$ cat config.mk
export PLATFORM = sky130hd
export DESIGN_NAME = sqnco_top
export DESIGN_NICKNAME = d
export VERILOG_FILES = /design/src/rtl/sqnco_pkg.sv /design/src/rtl/sqnco_cfg.sv /design/src/rtl/sqnco_phase.sv /design/src/rtl/sqnco_shaper.sv /design/src/rtl/sqnco_top.sv
export SDC_FILE = /design/constraint.sdc
export NUM_CORES = 1
export LEC_CHECK = 0
export BUFFER_PORTS_ARGS = -buffer_cell sky130_fd_sc_hd__buf_4
export CORE_UTILIZATION = 40
export CTS_CLUSTER_SIZE = 40
export DETAILED_ROUTE_END_ITERATION = 10
export PLACE_DENSITY = 0.64
export SYNTH_ARGS = -nofsm -noshare
export SYNTH_HDL_FRONTEND = slang
export SYNTH_HIERARCHICAL = 1
export SYNTH_SLANG_ARGS = --single-unit
$ cat constraint.sdc
create_clock -name clk -period 60.9 [get_ports clk]
set_input_delay 6.09 -clock clk [delete_from_list [all_inputs] [get_ports clk]]
set_output_delay 6.09 -clock clk [all_outputs]
set_load 0.05 [all_outputs]
$ cat src/rtl/sqnco_pkg.sv
package sqnco_pkg;
    localparam int PHASE_W   = 32;
    localparam int OUT_W     = 12;
    localparam int GAIN_W    = 16;
    localparam int GAIN_FRAC = 8;
    localparam int IDX_W     = OUT_W + 1;
    localparam int PROD_W    = IDX_W + GAIN_W + 2;
    localparam int QUARTER   = 1 << (OUT_W - 1);
    localparam int FULL_SCALE = QUARTER - 1;

    localparam logic signed [PROD_W-1:0] Q1_S = PROD_W'(QUARTER);
    localparam logic signed [PROD_W-1:0] Q2_S = PROD_W'(2 * QUARTER);
    localparam logic signed [PROD_W-1:0] Q3_S = PROD_W'(3 * QUARTER);
    localparam logic signed [PROD_W-1:0] Q4_S = PROD_W'(4 * QUARTER);
    localparam logic signed [PROD_W-1:0] FS_S = PROD_W'(FULL_SCALE);
    localparam logic [GAIN_W-1:0] GAIN_ONE = GAIN_W'(1) << GAIN_FRAC;

    typedef enum logic {SHAPE_TRAP = 1'b0, SHAPE_SCURVE = 1'b1} shape_e;

    typedef struct packed {
        logic [PHASE_W-1:0] tuning;
        logic [GAIN_W-1:0]  gain;
        shape_e             shape;
    } nco_cfg_t;

    // Fold a phase index into a triangle centred on the rising zero crossing.
    function automatic logic signed [PROD_W-1:0] fold_tri(input logic [IDX_W-1:0] u);
        logic signed [PROD_W-1:0] s;
        s = signed'({{(PROD_W-IDX_W){1'b0}}, u});
        if (s < Q1_S)      return s;
        else if (s < Q3_S) return Q2_S - s;
        else               return s - Q4_S;
    endfunction

    function automatic logic signed [PROD_W-1:0] sat_sym(input logic signed [PROD_W-1:0] x,
                                                         input logic signed [PROD_W-1:0] lim);
        if (x > lim)  return lim;
        if (x < -lim) return -lim;
        return x;
    endfunction

    // The S-curve never runs below unity gain, so it degrades to the plain curve.
    function automatic logic [GAIN_W-1:0] eff_gain(input logic [GAIN_W-1:0] g, input shape_e sh);
        if (sh == SHAPE_SCURVE && g < GAIN_ONE) return GAIN_ONE;
        return g;
    endfunction
endpackage

$ cat src/rtl/sqnco_cfg.sv
module sqnco_cfg
    import sqnco_pkg::*;
(
    input  logic     clk,
    input  logic     rst,
    input  logic     we,
    input  nco_cfg_t wr_cfg,
    input  logic     carry,
    output nco_cfg_t act
);
    nco_cfg_t held;
    logic     held_v;
    logic     load;

    assign load = held_v && (carry || (act.tuning == '0));

    always_ff @(posedge clk) begin
        if (rst) begin
            act    <= '{tuning: '0, gain: GAIN_ONE, shape: SHAPE_TRAP};
            held   <= '{tuning: '0, gain: GAIN_ONE, shape: SHAPE_TRAP};
            held_v <= 1'b0;
        end else begin
            if (load) begin
                act    <= held;
                held_v <= 1'b0;
            end
            if (we) begin
                held   <= wr_cfg;
                held_v <= 1'b1;
            end
        end
    end
endmodule

$ cat src/rtl/sqnco_phase.sv
module sqnco_phase
    import sqnco_pkg::*;
(
    input  logic               clk,
    input  logic               rst,
    input  logic [PHASE_W-1:0] tuning,
    output logic [PHASE_W-1:0] phase_q,
    output logic               carry,
    output logic               wrap_q
);
    logic [PHASE_W-1:0] phase_d;

    assign {carry, phase_d} = {1'b0, phase_q} + {1'b0, tuning};

    always_ff @(posedge clk) begin
        if (rst) begin
            phase_q <= '0;
            wrap_q  <= 1'b0;
        end else begin
            phase_q <= phase_d;
            wrap_q  <= carry;
        end
    end
endmodule

$ cat src/rtl/sqnco_shaper.sv
module sqnco_shaper
    import sqnco_pkg::*;
(
    input  logic                     clk,
    input  logic                     rst,
    input  logic [IDX_W-1:0]         idx,
    input  logic [GAIN_W-1:0]        gain,
    input  shape_e                   shape,
    output logic signed [OUT_W-1:0]  sample
);
    logic signed [PROD_W-1:0] tri_v, gain_v, prod, scaled;
    logic signed [PROD_W-1:0] trap_v, v, mag, span, sq, curve_v, res;

    always_comb begin
        tri_v  = fold_tri(idx);
        gain_v = signed'({{(PROD_W-GAIN_W){1'b0}}, eff_gain(gain, shape)});
        prod   = tri_v * gain_v;
        scaled = prod >>> GAIN_FRAC;
        // trapezoid: clamp the scaled ramp straight to full scale
        trap_v = sat_sym(scaled, FS_S);
        // S-curve: limit to a quarter wave, then a parabolic sine approximation
        v       = sat_sym(scaled, Q1_S);
        mag     = (v < 0) ? -v : v;
        span    = Q2_S - mag;
        sq      = v * span;
        curve_v = sat_sym(sq >>> (OUT_W - 1), FS_S);
        res     = (shape == SHAPE_SCURVE) ? curve_v : trap_v;
    end

    always_ff @(posedge clk) begin
        if (rst) sample <= '0;
        else     sample <= OUT_W'(res);
    end
endmodule

$ cat src/rtl/sqnco_top.sv
module sqnco_top
    import sqnco_pkg::*;
(
    input  logic                    clk,
    input  logic                    rst,
    input  logic                    cfg_we,
    input  logic [PHASE_W-1:0]      cfg_tuning,
    input  logic [GAIN_W-1:0]       cfg_gain,
    input  logic                    cfg_shape,
    output logic signed [OUT_W-1:0] sample_o,
    output logic                    wrap_o
);
    nco_cfg_t           wr_cfg, act_cfg;
    logic [PHASE_W-1:0] act_tuning, phase_q;
    logic               carry;

    assign wr_cfg     = '{tuning: cfg_tuning, gain: cfg_gain, shape: shape_e'(cfg_shape)};
    assign act_tuning = act_cfg.tuning;

    sqnco_cfg cfg_i (
        .clk(clk), .rst(rst), .we(cfg_we), .wr_cfg(wr_cfg),
        .carry(carry), .act(act_cfg)
    );

    sqnco_phase phase_i (
        .clk(clk), .rst(rst), .tuning(act_tuning),
        .phase_q(phase_q), .carry(carry), .wrap_q(wrap_o)
    );

    sqnco_shaper shaper_i (
        .clk(clk), .rst(rst), .idx(phase_q[PHASE_W-1 -: IDX_W]),
        .gain(act_cfg.gain), .shape(act_cfg.shape), .sample(sample_o)
    );
endmodule

## Word level (Yosys, flattened, before mapping)

Cells that the tools add are included.
Widths: inputs -> output; s select.

| operators by class | value |
|---|---|
| $add $sub $neg | 5 |
| $mul | 2 |
| $lt $le $gt $ge | 10 |
| multiplexer cells | 30 |
| reductions and logical operators | 5 |

Operator list:

| cell | number |
|---|---|
| $mux 31 | 7 |
| $mux 12 | 9 |
| $lt 23x12->1 const B | 2 |
| $add 32x32->33 | 1 |
| $logic_not 32->1 | 1 |
| $mux 16 | 2 |
| $lt 31x1->1 const B | 1 |
| $mul 31x17->31 | 1 |
| $mul 31x31->31 | 1 |
| $neg 31->31 | 1 |
| $sub 14x31->31 const A | 1 |
| $gt 23x12->1 const B | 1 |
| $gt 23x13->1 const B | 1 |
| $gt 20x12->1 const B | 1 |
| $lt 20x12->1 const B | 1 |
| $lt 16x9->1 const B | 1 |
| $sub 13x14->15 const B | 1 |
| $sub 13x13->14 const A | 1 |
| $lt 13x12->1 const B | 1 |
| $lt 13x13->1 const B | 1 |
| $mux 1 | 12 |
| $logic_and 1x1->1 | 2 |
| $reduce_bool 2->1 | 1 |
| $logic_or 1x1->1 | 1 |

| word-level totals | value |
|---|---|
| bits in registers | 144 |
| input port bits | 52 |
| output and inout bits | 13 |
| logic and storage cells | 62 |

## Logic depth before layout (Yosys ltp)

Gate-level depths: netlist of the first run.

| logic depth | value |
|---|---|
| depth in word-level cells | 20 |
| mapped depth | 83 |
| mapped depth without buffers | 76 |

## Cells and area by module

The synthesis of the first run kept the hierarchy.

By module, submodules not included:

| module | times used | cells each | area an instance (sq um) | sequential area each (sq um) |
|---|---|---|---|---|
| sqnco_shaper | 1 | 3239 | 26967.1 | 240.2 |
| sqnco_cfg | 1 | 286 | 3304.4 | 1981.9 |
| sqnco_phase | 1 | 320 | 2615.0 | 660.6 |

## Worst setup path after synthesis of the first run

OpenSTA, ideal clock, no wires.

| timing path | value |
|---|---|
| path type | register to register |
| start | register phase_i.phase_q[26] |
| end | register shaper_i.sample[10] |
| setup time | 150 ps |
| data arrival time | 18919 ps |
| required time | 60750 ps |
| slack | 41831 ps |
| stages on the path, launching flop included | 78 |
| buffers on the path | 9 |
| clock period less this slack | 19069 ps |
| cell sequence | dfxtp_1 > nor4_1 > nand3_1 > o21bai_1 > xnor2_1 > clkbuf_1 > nand2_1 > fa_1 > fa_1 > fa_1 > fa_1 > inv_1 > fa_1 > inv_1 > fa_1 > inv_1 > ha_1 > buf_2 > [42 not listed] > fa_1 > inv_1 > ha_1 > a2111oi_0 > o21ai_0 > a31oi_1 > nor2b_1 > o21ai_0 > o21ai_0 > o21a_1 > o21a_1 > nor3_1 > a21o_1 > a22oi_1 > or4_1 > a21boi_1 > buf_4 > a221oi_2 |

| between the ends | value |
|---|---|
| word-level cells in the longest chain between the ends | 19 |
| elaborated cells on any way between the ends | 37 |
| classes of those cells | add/sub: 4; mul: 2; order compare: 9; mux: 22 |

Ends and longest elaborated chain:

| what | line | RTL |
|---|---|---|
| from (decl) | sqnco_phase.sv:7 | `output logic [PHASE_W-1:0] phase_q,` |
| from (signal assigned) | sqnco_phase.sv:20 | `phase_q <= phase_d;` |
| $sub 13x14->15 (tied with other cells) | sqnco_pkg.sv:32 | `else return s - Q4_S;` |
| $mux 31 | sqnco_pkg.sv:31 | `else if (s < Q3_S) return Q2_S - s;` |
| $mux 31 (*) | sqnco_pkg.sv:30 | `if (s < Q1_S) return s;` |
| $mul 31x17->31 (*) | sqnco_shaper.sv:17 | `prod = tri_v * gain_v;` |
| $lt 23x12->1 | sqnco_pkg.sv:38 | `if (x < -lim) return -lim;` |
| $mux 1 (2 in series) | sqnco_pkg.sv:38 |  |
| $mux 31 | sqnco_pkg.sv:39 | `return x;` |
| $mux 31 | sqnco_pkg.sv:38 |  |
| $neg 31->31 / $lt 31x1->1 (equally long branches) | sqnco_shaper.sv:23 | `mag = (v < 0) ? -v : v;` |
| $mux 31 | sqnco_shaper.sv:23 |  |
| $sub 14x31->31 | sqnco_shaper.sv:24 | `span = Q2_S - mag;` |
| $mul 31x31->31 | sqnco_shaper.sv:25 | `sq = v * span;` |
| $lt 20x12->1 | sqnco_pkg.sv:38 |  |
| $mux 1 (2 in series) | sqnco_pkg.sv:38 |  |
| $mux 12 | sqnco_pkg.sv:39 |  |
| $mux 12 | sqnco_pkg.sv:38 |  |
| $mux 12 (*) | sqnco_shaper.sv:27 | `res = (shape == SHAPE_SCURVE) ? curve_v : trap_v;` |
| to (signal assigned) | sqnco_shaper.sv:32 | `else sample <= OUT_W'(res);` |
| to (decl) | sqnco_shaper.sv:9 | `output logic signed [OUT_W-1:0] sample` |

Mark *: on every way between the ends. The rest lies on a longest branch, timed or not. The select of a mux whose other input is x is not followed.
A chain may end at the register's enable or synchronous reset.

## Worst setup path after layout of the first run

| timing path | value |
|---|---|
| start | register cfg_i/act[13] in the netlist's numbering |
| end | register shaper_i.sample[8] |

| between the ends | value |
|---|---|
| word-level cells in the longest chain between the ends | 20 |
| elaborated cells on any way between the ends | 35 |
| classes of those cells | add/sub: 2; mul: 2; order compare: 8; mux: 22; reduce/logical: 1 |

Ends and longest elaborated chain:

| what | line | RTL |
|---|---|---|
| from (decl) | sqnco_cfg.sv:9 | `output nco_cfg_t act` |
| from (signal assigned) | sqnco_cfg.sv:19 | `act <= '{tuning: '0, gain: GAIN_ONE, shape: SHAPE_TRAP};` |
| from (signal assigned) | sqnco_cfg.sv:24 | `act <= held;` |
| $lt 16x9->1 | sqnco_pkg.sv:44 | `if (sh == SHAPE_SCURVE && g < GAIN_ONE) return GAIN_ONE;` |
| $logic_and 1x1->1 | sqnco_pkg.sv:44 |  |
| $mux 1 | sqnco_pkg.sv:44 |  |
| $mux 16 (*) | sqnco_pkg.sv:45 | `return g;` |
| $mul 31x17->31 (*) | sqnco_shaper.sv:17 |  |
| $lt 23x12->1 | sqnco_pkg.sv:38 |  |
| $mux 1 (2 in series) | sqnco_pkg.sv:38 |  |
| $mux 31 | sqnco_pkg.sv:39 |  |
| [2 not listed] | -- |  |
| $mux 31 | sqnco_shaper.sv:23 |  |
| $sub 14x31->31 | sqnco_shaper.sv:24 |  |
| $mul 31x31->31 | sqnco_shaper.sv:25 |  |
| $lt 20x12->1 | sqnco_pkg.sv:38 |  |
| $mux 1 (2 in series) | sqnco_pkg.sv:38 |  |
| $mux 12 | sqnco_pkg.sv:39 |  |
| $mux 12 | sqnco_pkg.sv:38 |  |
| $mux 12 (*) | sqnco_shaper.sv:27 |  |

Marks and branches as above.

==> results of run 1 <==
==> final timing paths <==
path                      start            endpoint  cells after the start  slack, ns
setup / recovery  cfg_i/act[13]  shaper_i/sample[8]                     67      38.17
hold / removal    cfg_i/held[8]        cfg_i/act[8]                      1       0.48
setup reg to reg  cfg_i/act[13]  shaper_i/sample[8]                     67      38.17
hold reg to reg   cfg_i/held[8]        cfg_i/act[8]                      1       0.48
==> through the flow <==
| stage | instance area, sq um | instances | hold slack [ns] | setup slack [ns] | total power [uW] |
|---|---|---|---|---|---|
| global placement | 34400 | 4851 | 0.463 | 38.51 | 1240 |
| floorplan | 32900 | 3845 | 0.448 | 41.83 | 891 |
| finish | 35000 | 4883 | 0.478 | 38.17 | 1380 |
| CTS | 35000 | 4883 | 0.481 | 38.23 | 1360 |
| global route | 35000 | 4883 | 0.491 | 36.64 | 1480 |
| detailed placement | 34400 | 4851 | 0.461 | 38.23 | 1250 |
==> final cells by class <==
class                   count  share of cell area
flip-flops and latches    144              0.0823
inverters                 845              0.0906
clock buffers              17              0.0121
repair buffers            112              0.0240
well taps                1060              0.0379
clock inverters            15             0.00547
multi-input cells        2690               0.748
==> critical path, delay by kind of cell (launching register included) <==
kind / cells / cell delay, ns
DFF: 1 / 0.47
adders and majority gates: 18 / 8.38
buffers and inverters: 11 / 1.63
and+or+nand+nor: 15 / 5.31
xor gates and xnor gates: 3 / 1.39
AOI/OAI and AO/OA: 20 / 5.35
==> per-layer routing <==
metal | global-route usage | up-vias | share of wire
li1 | - | 11800 | -
met3 | 0.0313 | 140 | 0.068
met4 | 0.0533 | 0 | 0.024
met2 | 0.375 | 889 | 0.48
met5 | 0 | - | 0
met1 | 0.295 | 12900 | 0.43
==> sequential cells by signal, summed over array words and instances (netlist names) <==
register / cells
cfg_i/act: 49
cfg_i/held: 49
cfg_i/held_v: 1
phase_i/phase_q: 32
phase_i/wrap_q: 1
shaper_i/sample: 12
==> where the power goes <==
part	leakage [uW]	switching (uW)	total, uW	internal (uW)
logic	0.0165	784	1140	358
registers	0.00117	18.0	128	110
clock network	0.000297	52.3	108	55.7
total	0.0180	854	1380	524
==> placed cells by master, fill, tap and decap left out, types with 27 or more instances in the layout <==
cell type / Yosys / routed
nor3_1: 58 / 58
inv_1: 843 / 843
xor2_1: 46 / 46
and2_1: 108 / 108
nand3_1: 37 / 37
a21o_1: 44 / 44
buf_4: 3 / 112
a21oi_1: 90 / 89
xnor2_1: 104 / 101
nand2_1: 476 / 476
ha_1: 256 / 256
nor2b_1: 30 / 30
and3_1: 27 / 27
dfxtp_1: 144 / 144
o21ai_0: 49 / 48
fa_1: 607 / 607
a22o_1: 49 / 49
nor2_1: 294 / 291
mux2i_1: 55 / 55
==> cell families (layout without fill, tap and decap cells) <==
group | count (synthesis) | count (layout) | share of synthesized area
buffers and inverters | 1011 | 989 | 0.117
AOI/OAI and AO/OA | 440 | 440 | 0.100
muxes | 63 | 63 | 0.0198
xor gates and xnor gates | 157 | 157 | 0.0440
adders and majority gates | 863 | 863 | 0.467
and+or+nand+nor | 1167 | 1167 | 0.164
DFF | 144 | 144 | 0.0877
==> flow_summary.toml, run 1 <==
[synthesis]
synth_area_sq_mm = 0.0329
synth_cell_type_count = 116
yosys_register_bits = 144
syn_area_per_cell_sq_um = 8.55
synth_fp_nets = 4760
synth-seq-area-share = 0.0877
ys.flop_type = "dfxtp_1"
async_flop_share = 0
post-synth-top-count-cell = "inv_1"
synth_edf_count = 0
syn_inst = 3845
synth.top_cells.by_area = "fa_1, ha_1, inv_1, dfxtp_1, nand2_1"
netlist_top_cells_count = "inv_1, fa_1, nand2_1, nor2_1, ha_1"
synth_top_area_cell = "fa_1"
ys_warn_count = 6
synth.top_cell.area_share = 0.370

[timing]
finalHoldViolations = 0
max_freq_mhz = 44.0
period_share = 0.373
rsz0062_at_grt = "false"
setup_tns_ns = 0
drv_slew = 0
finalCriticalPeriod_ns = 22.73
worstMarginPinSlew_ns = 1.28
finalSetupViolCount = 0
clock_skew_ns = 0.0289
slew_headroom = 0.146

[final_layout]
antenna_cells = 0
register_area_sq_mm = 0.00288
final_core_util = 0.433
layout-drive-gt1-share = 0.0672
fill_cells = 8058
multi_input_area_sq_mm = 0.0262
syn_to_final_growth_pct = 6.51
nNetsFinal = 4725

[power]
p_per_area_mw_per_mm2 = 39.3
peakVddDrop_mv = 0.0497
power.leakage_uw = 0.0180

[clock_tree]
cts_max_level = 4
hold_buffers = 0
clkSlewWorstSetupHoldPaths_ns = 0.09
clk-insertion-delay-late_ns = 0.46
numCtsBuffers = 17
clk_path_buf_depth = 2
clock-sinks = 144
cts_tree = "built"
cts_root_buf = "clkbuf_16"
cts_setup_buffers = 0
cts_resized = 0

[flow_run]
cap_violations = 0

[worst_hold_path]
worstHoldPathType = "flip-flop to flip-flop"

[worst_setup_path]
cp-end-kind = "flip-flop"
cpPeakStageDelay_ns = 0.96
cp_common_cell = "fa_1"
path_class = "flip-flop to flip-flop"
critPathMaxFanout = 38
start_kind = "flip-flop"
worstPathArrival_ns = 23.02
worstPathRequired_ns = 61.19
critPathSlowestCell = "a21boi_1"

[status]
outcome = "completed"

[placed_design]
io_buffers = 64
gp_congestion = 0.935
post-dp-hpwl_mm = 73.1

[floorplan]
coreArea_sq_mm = 0.0809
die_area_sq_mm = 0.0834
die_w_microns = 289
ios = 65
die_y_microns = 289
rows = 104
initial_utilization = 0.406

[grt]
grtUsageTotal = 0.220
antenna_found_initial = 0
overflow = 0
grt_max_degree = 68
grt_first_pass_wirelength_mm = 144
grt_pass1_vias = 26500

[route]
first_iter_violations = 1872
drc = 0
routed_wl_mm = 88.3
via_per_inst = 5.27
wl_per_cell_microns = 18.1
via_count = 25700
ant_nets = 0
drtPass1Iterations = 6
No activity file was read; power rests on OpenSTA's default activity.
==> run 2, diff against run 1 <==
--- a/config.mk
+++ b/config.mk
@@ -5,11 +5,12 @@
 export SDC_FILE = /design/constraint.sdc
 export NUM_CORES = 1
 export LEC_CHECK = 0
+export ABC_AREA = 1
 export BUFFER_PORTS_ARGS = -buffer_cell sky130_fd_sc_hd__buf_4
 export CORE_UTILIZATION = 40
 export CTS_CLUSTER_SIZE = 40
 export DETAILED_ROUTE_END_ITERATION = 10
-export PLACE_DENSITY = 0.64
+export PLACE_DENSITY = 0.66
 export SYNTH_ARGS = -nofsm -noshare
 export SYNTH_HDL_FRONTEND = slang
 export SYNTH_HIERARCHICAL = 1
==> constraint.sdc (replaced) <==
create_clock -name clk -period 19.75 [get_ports clk]
set_input_delay 1.975 -clock clk [delete_from_list [all_inputs] [get_ports clk]]
set_output_delay 1.975 -clock clk [all_outputs]
set_load 0.05 [all_outputs]
==> flow_summary.toml, run 2 <==
[status]
outcome = "completed"

[worst_setup_path]
crit_start = "phase_i/phase_q[19]"
cp_common_cell = "inv_1"
r2r-start = "phase_i/phase_q[19]"
critPathMaxFanout = 16
start_kind = "flip-flop"
cp_num_buf_inv = 21
path_class = "flip-flop to flip-flop"
crit_family = "adder cells"
cpPeakStageDelay_ns = 0.57
critPathSlowestCell = "fa_1"
worstPathArrival_ns = 18.81
worstPathRequired_ns = 20.10
rrSetupSlack_ns = 1.29
cp-end-kind = "flip-flop"

[synthesis]
synth_edf_count = 0
synth.top_cell.area_share = 0.351
synth_top_area_cell = "fa_1"
synthSimpleGateAreaFrac = 0.256
synth_compound_area_frac = 0.0492
synthMuxAreaShare = 0
synth-seq-area-share = 0.0832
async_flop_share = 0
synth_fp_nets = 5808
syn_area_per_cell_sq_um = 7.08
synth_cell_type_count = 50
post-synth-top-count-cell = "inv_1"
synth_fa_ha_area_frac = 0.443
synth_xor_area_frac = 0.0124
netlist_top_cells_count = "inv_1, nand2_1, fa_1, nor2_1, ha_1"
synth_area_sq_mm = 0.0346
synth_top_family_by_area = "adder cells"
ys_warn_count = 6
synth.top_cells.by_area = "fa_1, inv_1, nand2_1, ha_1, dfxtp_1"
yosys_register_bits = 144
ys.flop_type = "dfxtp_1"
syn_inst = 4893

[route]
wl_per_cell_microns = 16.6
via_per_inst = 4.98
ant_nets = 0
drtPass1Iterations = 6
via_count = 30100
routed_wl_mm = 99.9
first_iter_violations = 2267
drc = 0

[timing]
drv_slew = 0
finalHoldViolations = 0
max_freq_mhz = 54.2
rsz0062_at_grt = "false"
period_share = 0.935
setup_tns_ns = 0
worst_slack_ns = 1.29
worstMarginPinSlew_ns = 1.12
clock_skew_ns = 0.0180
slew_headroom = 0.245
finalCriticalPeriod_ns = 18.46
finalSetupViolCount = 0
holdWs_ns = 0.456

[final_layout]
mostFrequentLayoutCell = "inv_1"
antenna_cells = 0
final_cell_mix = "inv_1, nand2_1, fa_1"
final_area_sq_mm = 0.0368
nNetsFinal = 5790
layout-drive-gt1-share = 0.0634
fill_cells = 8858
syn_to_final_growth_pct = 6.38
layout_top_registers = "cfg_i/act: 49 flops, cfg_i/held: 49 flops, phase_i/phase_q: 32 flops"

[floorplan]
die_area_sq_mm = 0.0878
die_w_microns = 296
rows = 107
die_y_microns = 296
coreArea_sq_mm = 0.0854
ios = 65
initial_utilization = 0.406

[placed_design]
post-dp-hpwl_mm = 82.2
place_ws_ns = 0.950
io_buffers = 64
placed_cell_area_sq_mm = 0.0362
gp_congestion = 0.969

[clock_tree]
clock-sinks = 144
clk_path_buf_depth = 2
cts_setup_buffers = 0
clk-insertion-delay-late_ns = 0.46
clkSlewWorstSetupHoldPaths_ns = 0.08
cts_tree = "built"
numCtsBuffers = 17
cts_root_buf = "clkbuf_16"
hold_buffers = 0
cts_resized = 0
cts_max_level = 4

[flow_run]
cap_violations = 0

[worst_hold_path]
hp-start = "cfg_i/held[35]"
worstHoldPathType = "flip-flop to flip-flop"

[grt]
grt_pass1_vias = 30100
overflow = 0
grtUsageTotal = 0.236
antenna_found_initial = 0
grt_max_degree = 100
grt_first_pass_wirelength_mm = 161
-- run 2: per-layer routing --
layer	GRT usage	routed length, microns	up-vias
met1	0.317	43000	14500
met2	0.390	46100	1087
met5	0	0	-
met3	0.0416	8100	163
li1	-	-	14300
met4	0.0637	2770	0
-- run 2: final timing paths --
kind	to	cells after the start
setup / recovery	shaper_i/sample[2]	84
setup reg to reg	shaper_i/sample[2]	84
hold / removal	cfg_i/held[35]	2
hold reg to reg	cfg_i/held[35]	2
-- run 2: area by class of cell --
type / count / area [sq um] / share of cell area
clock buffer: 18 / 439 / 0.0119
clock inverter: 13 / 155 / 0.00421
inverter: 1277 / 4820 / 0.131
multi-input combinational: 3341 / 26400 / 0.717
sequential: 144 / 2890 / 0.0784
tap: 1144 / 1430 / 0.0388
timing repair buffer: 93 / 698 / 0.0189
timing repair inverter: 1 / 5.00 / 0.000136
-- run 2: worst register-to-register path: cells and delay by family (launching register included) --
| family | cells | cell delay, ns |
|---|---|---|
| buffers and inverters | 21 | 2.29 |
| XOR/XNOR | 1 | 0.20 |
| AO/OA/AOI/OAI | 5 | 0.87 |
| adder cells (fa/ha/maj) | 19 | 8.90 |
| AND/OR/NAND/NOR | 38 | 5.63 |
| flip-flops | 1 | 0.43 |
-- run 2: kinds of logic (layout without fill, tap and decap cells) --
group,Yosys count,in the layout
flops,144,144
xor+xnor,49,49
simple gates,2110,2110
buf+inv,1408,1402
fa+ha+maj,863,863
compound gates,319,319
-- run 2: per-stage QoR --
step                utilization  instances
detailed placement        0.424       5999
global placement          0.424       5999
finish                    0.431       6031
floorplan                     -       4893
global route              0.431       6031
CTS                       0.431       6030
Power of run 2 is not shown: default switching activity piles up to over one toggle a cycle in this logic, so the estimate is an artifact.
